==> config.mk <==
export PLATFORM = sky130hd
export DESIGN_NAME = spr_line_select
export DESIGN_NICKNAME = d
export VERILOG_FILES = /design/src/rtl/sprite_sel_pkg.sv /design/src/rtl/spr_slot_bank.sv /design/src/rtl/spr_slot_eval.sv /design/src/rtl/spr_prio_pick.sv /design/src/rtl/spr_line_select.sv
export SDC_FILE = /design/constraint.sdc
export NUM_CORES = 2
export LEC_CHECK = 0
export BUFFER_PORTS_ARGS = -buffer_cell sky130_fd_sc_hd__buf_2
export CAP_MARGIN = 20
export CORE_MARGIN = 4
export CORE_UTILIZATION = 30
export DETAILED_ROUTE_END_ITERATION = 12
export GPL_TIMING_DRIVEN = 0
export PLACE_DENSITY = 0.49
export SYNTH_ARGS = -nofsm -noshare
export SYNTH_HDL_FRONTEND = slang
export SYNTH_SLANG_ARGS = --single-unit
export TNS_END_PERCENT = 100
==> constraint.sdc <==
create_clock -name clk -period 55.3 [get_ports clk]
set_input_delay 2.765 -clock clk [delete_from_list [all_inputs] [get_ports clk]]
set_output_delay 2.765 -clock clk [all_outputs]
set_load 0.01 [all_outputs]
==> src/rtl/sprite_sel_pkg.sv <==
package sprite_sel_pkg;

    localparam int SPR_X_W    = 9;
    localparam int SPR_PRIO_W = 2;
    localparam int SPR_PAL_W  = 3;
    localparam int SPR_PIX_W  = 4;
    localparam int SPR_PIX_N  = 8;
    localparam int SPR_PAT_W  = SPR_PIX_W * SPR_PIX_N;
    localparam int SPR_OFF_W  = $clog2(SPR_PIX_N);
    // palettes at or above this value may blend
    localparam int SPR_CMATH_PAL_MIN = 4;

    typedef struct packed {
        logic [SPR_PAL_W-1:0]  pal;
        logic [SPR_PRIO_W-1:0] prio;
        logic [SPR_X_W-1:0]    x;
        logic [SPR_PAT_W-1:0]  pat;
    } spr_slot_t;

    typedef struct packed {
        logic                  hit;
        logic [SPR_PIX_W-1:0]  color;
        logic [SPR_PAL_W-1:0]  pal;
        logic [SPR_PRIO_W-1:0] prio;
    } spr_cand_t;

endpackage

==> src/rtl/spr_slot_bank.sv <==
module spr_slot_bank
    import sprite_sel_pkg::*;
#(
    parameter int NUM_SLOTS = 34,
    parameter int IDX_W     = $clog2(NUM_SLOTS)
) (
    input  logic                        clk,
    input  logic                        rst_n,
    input  logic                        wr_en,
    input  logic [IDX_W-1:0]            wr_idx,
    input  spr_slot_t                   wr_data,
    input  logic                        swap,
    output spr_slot_t [NUM_SLOTS-1:0]   disp_slot,
    output logic      [NUM_SLOTS-1:0]   disp_vld
);

    typedef struct packed {
        logic                               disp_sel;
        spr_slot_t [1:0][NUM_SLOTS-1:0]     slot;
        logic      [1:0][NUM_SLOTS-1:0]     vld;
    } bank_st_t;

    bank_st_t st_d, st_q;
    logic     load_sel;
    logic     wr_ok;

    always_comb begin
        st_d     = st_q;
        load_sel = ~st_q.disp_sel;
        wr_ok    = wr_en && (32'(wr_idx) < NUM_SLOTS);
        if (wr_ok) begin
            st_d.slot[load_sel][wr_idx] = wr_data;
            st_d.vld[load_sel][wr_idx]  = 1'b1;
        end
        if (swap) begin
            st_d.disp_sel          = load_sel;
            st_d.vld[st_q.disp_sel] = '0;
        end
    end

    always_ff @(posedge clk or negedge rst_n) begin
        if (!rst_n) begin
            st_q <= '0;
        end else begin
            st_q <= st_d;
        end
    end

    assign disp_slot = st_q.slot[st_q.disp_sel];
    assign disp_vld  = st_q.vld[st_q.disp_sel];

endmodule

==> src/rtl/spr_slot_eval.sv <==
module spr_slot_eval
    import sprite_sel_pkg::*;
(
    input  logic [SPR_X_W-1:0] pix_x,
    input  spr_slot_t          slot,
    input  logic               vld,
    output spr_cand_t          cand
);

    logic [SPR_X_W-1:0]   offset;
    logic [SPR_OFF_W-1:0] col;
    logic                 in_rng;
    logic [SPR_PIX_W-1:0] color;

    always_comb begin
        offset = pix_x - slot.x;
        in_rng = (offset[SPR_X_W-1:SPR_OFF_W] == '0);
        col    = offset[SPR_OFF_W-1:0];
        color  = slot.pat[SPR_PIX_W*int'(col) +: SPR_PIX_W];
        cand.hit   = vld && in_rng && (color != '0);
        cand.color = color;
        cand.pal   = slot.pal;
        cand.prio  = slot.prio;
    end

endmodule

==> src/rtl/spr_prio_pick.sv <==
module spr_prio_pick
    import sprite_sel_pkg::*;
#(
    parameter int NUM_SLOTS = 34
) (
    input  spr_cand_t [NUM_SLOTS-1:0] cand,
    output spr_cand_t                 win
);

    always_comb begin
        win = '0;
        for (int i = 0; i < NUM_SLOTS; i++) begin
            // strict compare keeps the lower index on a tie
            if (cand[i].hit && (!win.hit || (cand[i].prio > win.prio))) begin
                win = cand[i];
            end
        end
    end

endmodule

==> src/rtl/spr_line_select.sv <==
module spr_line_select
    import sprite_sel_pkg::*;
#(
    parameter int NUM_SLOTS = 34,
    localparam int IDX_W    = $clog2(NUM_SLOTS)
) (
    input  logic                   clk,
    input  logic                   rst_n,
    input  logic                   wr_en,
    input  logic [IDX_W-1:0]       wr_slot,
    input  logic [SPR_PAL_W-1:0]   wr_pal,
    input  logic [SPR_PRIO_W-1:0]  wr_prio,
    input  logic [SPR_X_W-1:0]     wr_x,
    input  logic [SPR_PAT_W-1:0]   wr_pattern,
    input  logic                   line_swap,
    input  logic [SPR_X_W-1:0]     pix_x,
    output logic [SPR_PIX_W-1:0]   out_color,
    output logic [SPR_PAL_W-1:0]   out_pal,
    output logic [SPR_PRIO_W-1:0]  out_prio,
    output logic                   out_valid,
    output logic                   out_cmath
);

    typedef struct packed {
        logic [SPR_PIX_W-1:0]  color;
        logic [SPR_PAL_W-1:0]  pal;
        logic [SPR_PRIO_W-1:0] prio;
        logic                  valid;
        logic                  cmath;
    } out_st_t;

    spr_slot_t                  wr_data;
    spr_slot_t [NUM_SLOTS-1:0]  disp_slot;
    logic      [NUM_SLOTS-1:0]  disp_vld;
    spr_cand_t [NUM_SLOTS-1:0]  cand;
    spr_cand_t                  win;
    out_st_t                    out_d, out_q;

    assign wr_data = '{pal: wr_pal, prio: wr_prio, x: wr_x, pat: wr_pattern};

    spr_slot_bank #(
        .NUM_SLOTS (NUM_SLOTS),
        .IDX_W     (IDX_W)
    ) u_bank (
        .clk       (clk),
        .rst_n     (rst_n),
        .wr_en     (wr_en),
        .wr_idx    (wr_slot),
        .wr_data   (wr_data),
        .swap      (line_swap),
        .disp_slot (disp_slot),
        .disp_vld  (disp_vld)
    );

    for (genvar g = 0; g < NUM_SLOTS; g++) begin : g_eval
        spr_slot_eval u_eval (
            .pix_x (pix_x),
            .slot  (disp_slot[g]),
            .vld   (disp_vld[g]),
            .cand  (cand[g])
        );
    end

    spr_prio_pick #(
        .NUM_SLOTS (NUM_SLOTS)
    ) u_pick (
        .cand (cand),
        .win  (win)
    );

    always_comb begin
        out_d = '0;
        if (win.hit) begin
            out_d.color = win.color;
            out_d.pal   = win.pal;
            out_d.prio  = win.prio;
            out_d.valid = 1'b1;
            out_d.cmath = (int'(win.pal) >= SPR_CMATH_PAL_MIN);
        end
    end

    always_ff @(posedge clk or negedge rst_n) begin
        if (!rst_n) begin
            out_q <= '0;
        end else begin
            out_q <= out_d;
        end
    end

    assign out_color = out_q.color;
    assign out_pal   = out_q.pal;
    assign out_prio  = out_q.prio;
    assign out_valid = out_q.valid;
    assign out_cmath = out_q.cmath;

endmodule

==> summary.md <==
| Metric | Value |
|---|---|
| Clk root buf | clkbuf_16 |
| TritonCTS Buffers | approximately 370 |
| Min Tclk post-route | around 53000 ps |
| Drt pass-1 iters | 5 |
| ANT nets after route | 0 |
| Number of warning messages in the yosys log | 0 |
| Fin Hold WS | 492 ps |
| Setup TNS | 0 ps |
| CTS Sinks | between 3k and 4k |
| Post-route cell area | 187000 um2 |
| Cell mode on critical path | ha_1 |
| Final hold violation count | 0 |
| Fin Clk Skew | between 50 and 60 ps |
| Residual DRC count | 0 |
| Dominant synthesized flop cell | dfrtp_1 |
| Post-synth net total | 11.7k |
| Die width | about 740 um |
| Share of layout cells above drive strength 1 | 0.435 |
| Worst Tran Pin Value | 1310 ps |
| Clk_lat worst skew | 1020 ps |
| Final setup fails | 0 |
| Dominant cell type by area after synthesis | dfrtp_1 |
| Required time of the critical path | around 56000 ps |
| Syn Area/Cell | between 10 and 15 um2 |
| Met1 Usage GRT | 0.353 |
| GR Overflow Total | 0 |
| GRT Resource Usage Total | 0.257 |
| Met3 Use GR | 0.0740 |
| #FFs+latches synth | around 3.2k |
| Placement Rows | around 270 |
| Critical Path Source Type | flip-flop |
| Peak VDD IR | a little over 0.03 mV |
| Top Usage Layer GRT | met2 |
| Ports | 76 |
| Core Box Area | 530000 um2 |
| Initial Util | 0.302 |
| Cells after synthesis | ~11k |
| Met2 global-route usage | 0.380 |
| First-pass GRT wire length | ~950 mm |
| Status | complete, no violations |
| Slowest cell on crit path | nor4_4 |
| Worst-path clk slew | 60 ps |
| Clock Tree Buf Depth | 4 |
| Initial DRC count | between 10k and 15k |
| Final design utilization | 0.353 |
| Critical path buffers and inverters | 46 |
| EDFF count, synth | 0 |
| Hold buffers post-CTS | 0 |
| Synth top area share | 0.502 |
| Max_cap viols | 0 |
| Sequential cell area fraction in the yosys report | 0.502 |
| Max Slew Vio Count | 0 |
| Hold Crit Class | reg2reg |
| Distinct cells, synth | between 100 and 150 |
| Top-count cell post-synth | mux2_2 |
| Die Footprint | about 540000 um2 |
| Via count | 107k |
| Top cells by count, synth | 3252 x mux2_2, 3207 x dfrtp_1, 620 x clkbuf_1 |
| DRT Wirelength | between 700 and 800 mm |
| HPWL after detailed placement | around 520 mm |
| CP Max Fanout | 16 |
| Period Utilization, post-route | 0.966 |
| Pwr per Cell Area | 38.7 nW/um2 |
| Area growth from synthesis to layout | 16.8% |
| Port buffer count | 25 |
| Synth area leaders | dfrtp_1 50%, mux2_2 23%, mux4_2 8.6% |
| Initial antenna violation count | between 150 and 200 |
| WL/cell | 37.0 um |
| Number of H-tree levels | 5 |
| Via density | 5.55 |
| GPL Wtd Cong | about 0.94 |
| Crit path kind | reg2reg |
| Vias in the first global route | about 110k |
| Pin count of the biggest net entering global routing | approximately 150 |
| Placed cell area | 173000 um2 |
| Worst setup EP type | flip-flop |
| Post-synth ARST share | 1.00 |
| Die Height | 738 um |
| CTS tree | yes |
| Nets | 12.3k |
| Arr. time, crit path | around 54000 ps |
| Relative slew slack | 0.101 |
| Fmax | 0.0187 GHz |
| Max stage delay on crit path | around 450 ps |
| Crit path max-delay family | compound AO/OA/AOI/OAI gates |
| Leakage power | 0.0870 uW |
| Synth Cell Area | roughly 160000 um2 |
## what timing repair did
item,CTS,global route
cloned,2,2
setup endpoints to repair,9,9
pin swaps,12,9
resized for setup,148,63
setup buffers,24,39
## power breakdown
part,leakage [uW],switching (uW),internal (uW)
clock,0.00607,1080,1470
sequential,0.0442,110,2560
combinational,0.0368,1240,780
## area by class of cell
| class | count | area [um2] |
|---|---|---|
| plain buffers | 913 | 4660 |
| inverters | 162 | 612 |
| clock buffers | 548 | 10800 |
| multi-input cells | 6922 | 75400 |
| well taps | 6994 | 8750 |
| repair buffers | 313 | 4600 |
| diodes | 89 | 223 |
| fillers | 51500 | 343000 |
| clock inverters | 115 | 1440 |
| flip-flops and latches | 3207 | 80300 |
## metal layers
layer / vias up / share of wire
met2: 4375 / 0.43
li1: 43100 / -
met4: 24 / 0.048
met1: 58400 / 0.43
met5: - / 0.00024
met3: 1026 / 0.090
## flip-flops by register name (all words and copies together), names as in the netlist
signal and cells:
out_valid 1, u_bank.st_q 3197, out_color 4, out_prio 2, out_pal 2, out_cmath 1
## metrics by stage
| stage | worst slack, ps | power [uW] | instances |
|---|---|---|---|
| 6_report | 1900 | 7230 | 19300 |
| 5_1_grt | -148 | 7440 | 19200 |
| 4_1_cts | 38.8 | 7230 | 19100 |
| 3_5_place_dp | -16420 | 4660 | 18400 |
| 3_3_place_gp | -27700 | 4620 | 18200 |
| 2_1_floorplan | 5470 | 3760 | 11200 |
## cell usage in the layout, fill, tap and decap left out, drive strengths merged, types with 161 or more instances in the layout
| cell type | count |
|---|---|
| mux2 | 3254 |
| dfrtp | 3207 |
| clkbuf | 1167 |
| mux4 | 636 |
| buf | 605 |
| mux2i | 521 |
| ha | 333 |
| nor2 | 251 |
| a21oi | 196 |
| nand2 | 173 |
| inv | 173 |
| o21ai | 161 |
## cells by family after synthesis
logic type,share of synthesized area
xor+xnor,0.0107
fa+ha+maj,0.0303
flops,0.502
simple gates,0.0322
compound gates,0.0425
buf+inv,0.0304
mux,0.352
## final timing paths
| kind | startpoint | to | slack [ps] | depth (start not counted) |
|---|---|---|---|---|
| hold / removal | u_bank.st_q[30] | u_bank.st_q[30] | 490 | 1 |
| setup reg to reg | u_bank.st_q[3196] | out_cmath | 1900 | 260 |
| setup / recovery | u_bank.st_q[3196] | out_cmath | 1900 | 260 |
| min in group asynchronous | rst_n | u_bank.st_q[1943] | 1770 | 1 |
| hold reg to reg | u_bank.st_q[30] | u_bank.st_q[30] | 490 | 1 |
| max in group asynchronous | rst_n | u_bank.st_q[1312] | 49400 | 7 |
Power figures use the tool's default switching activity.
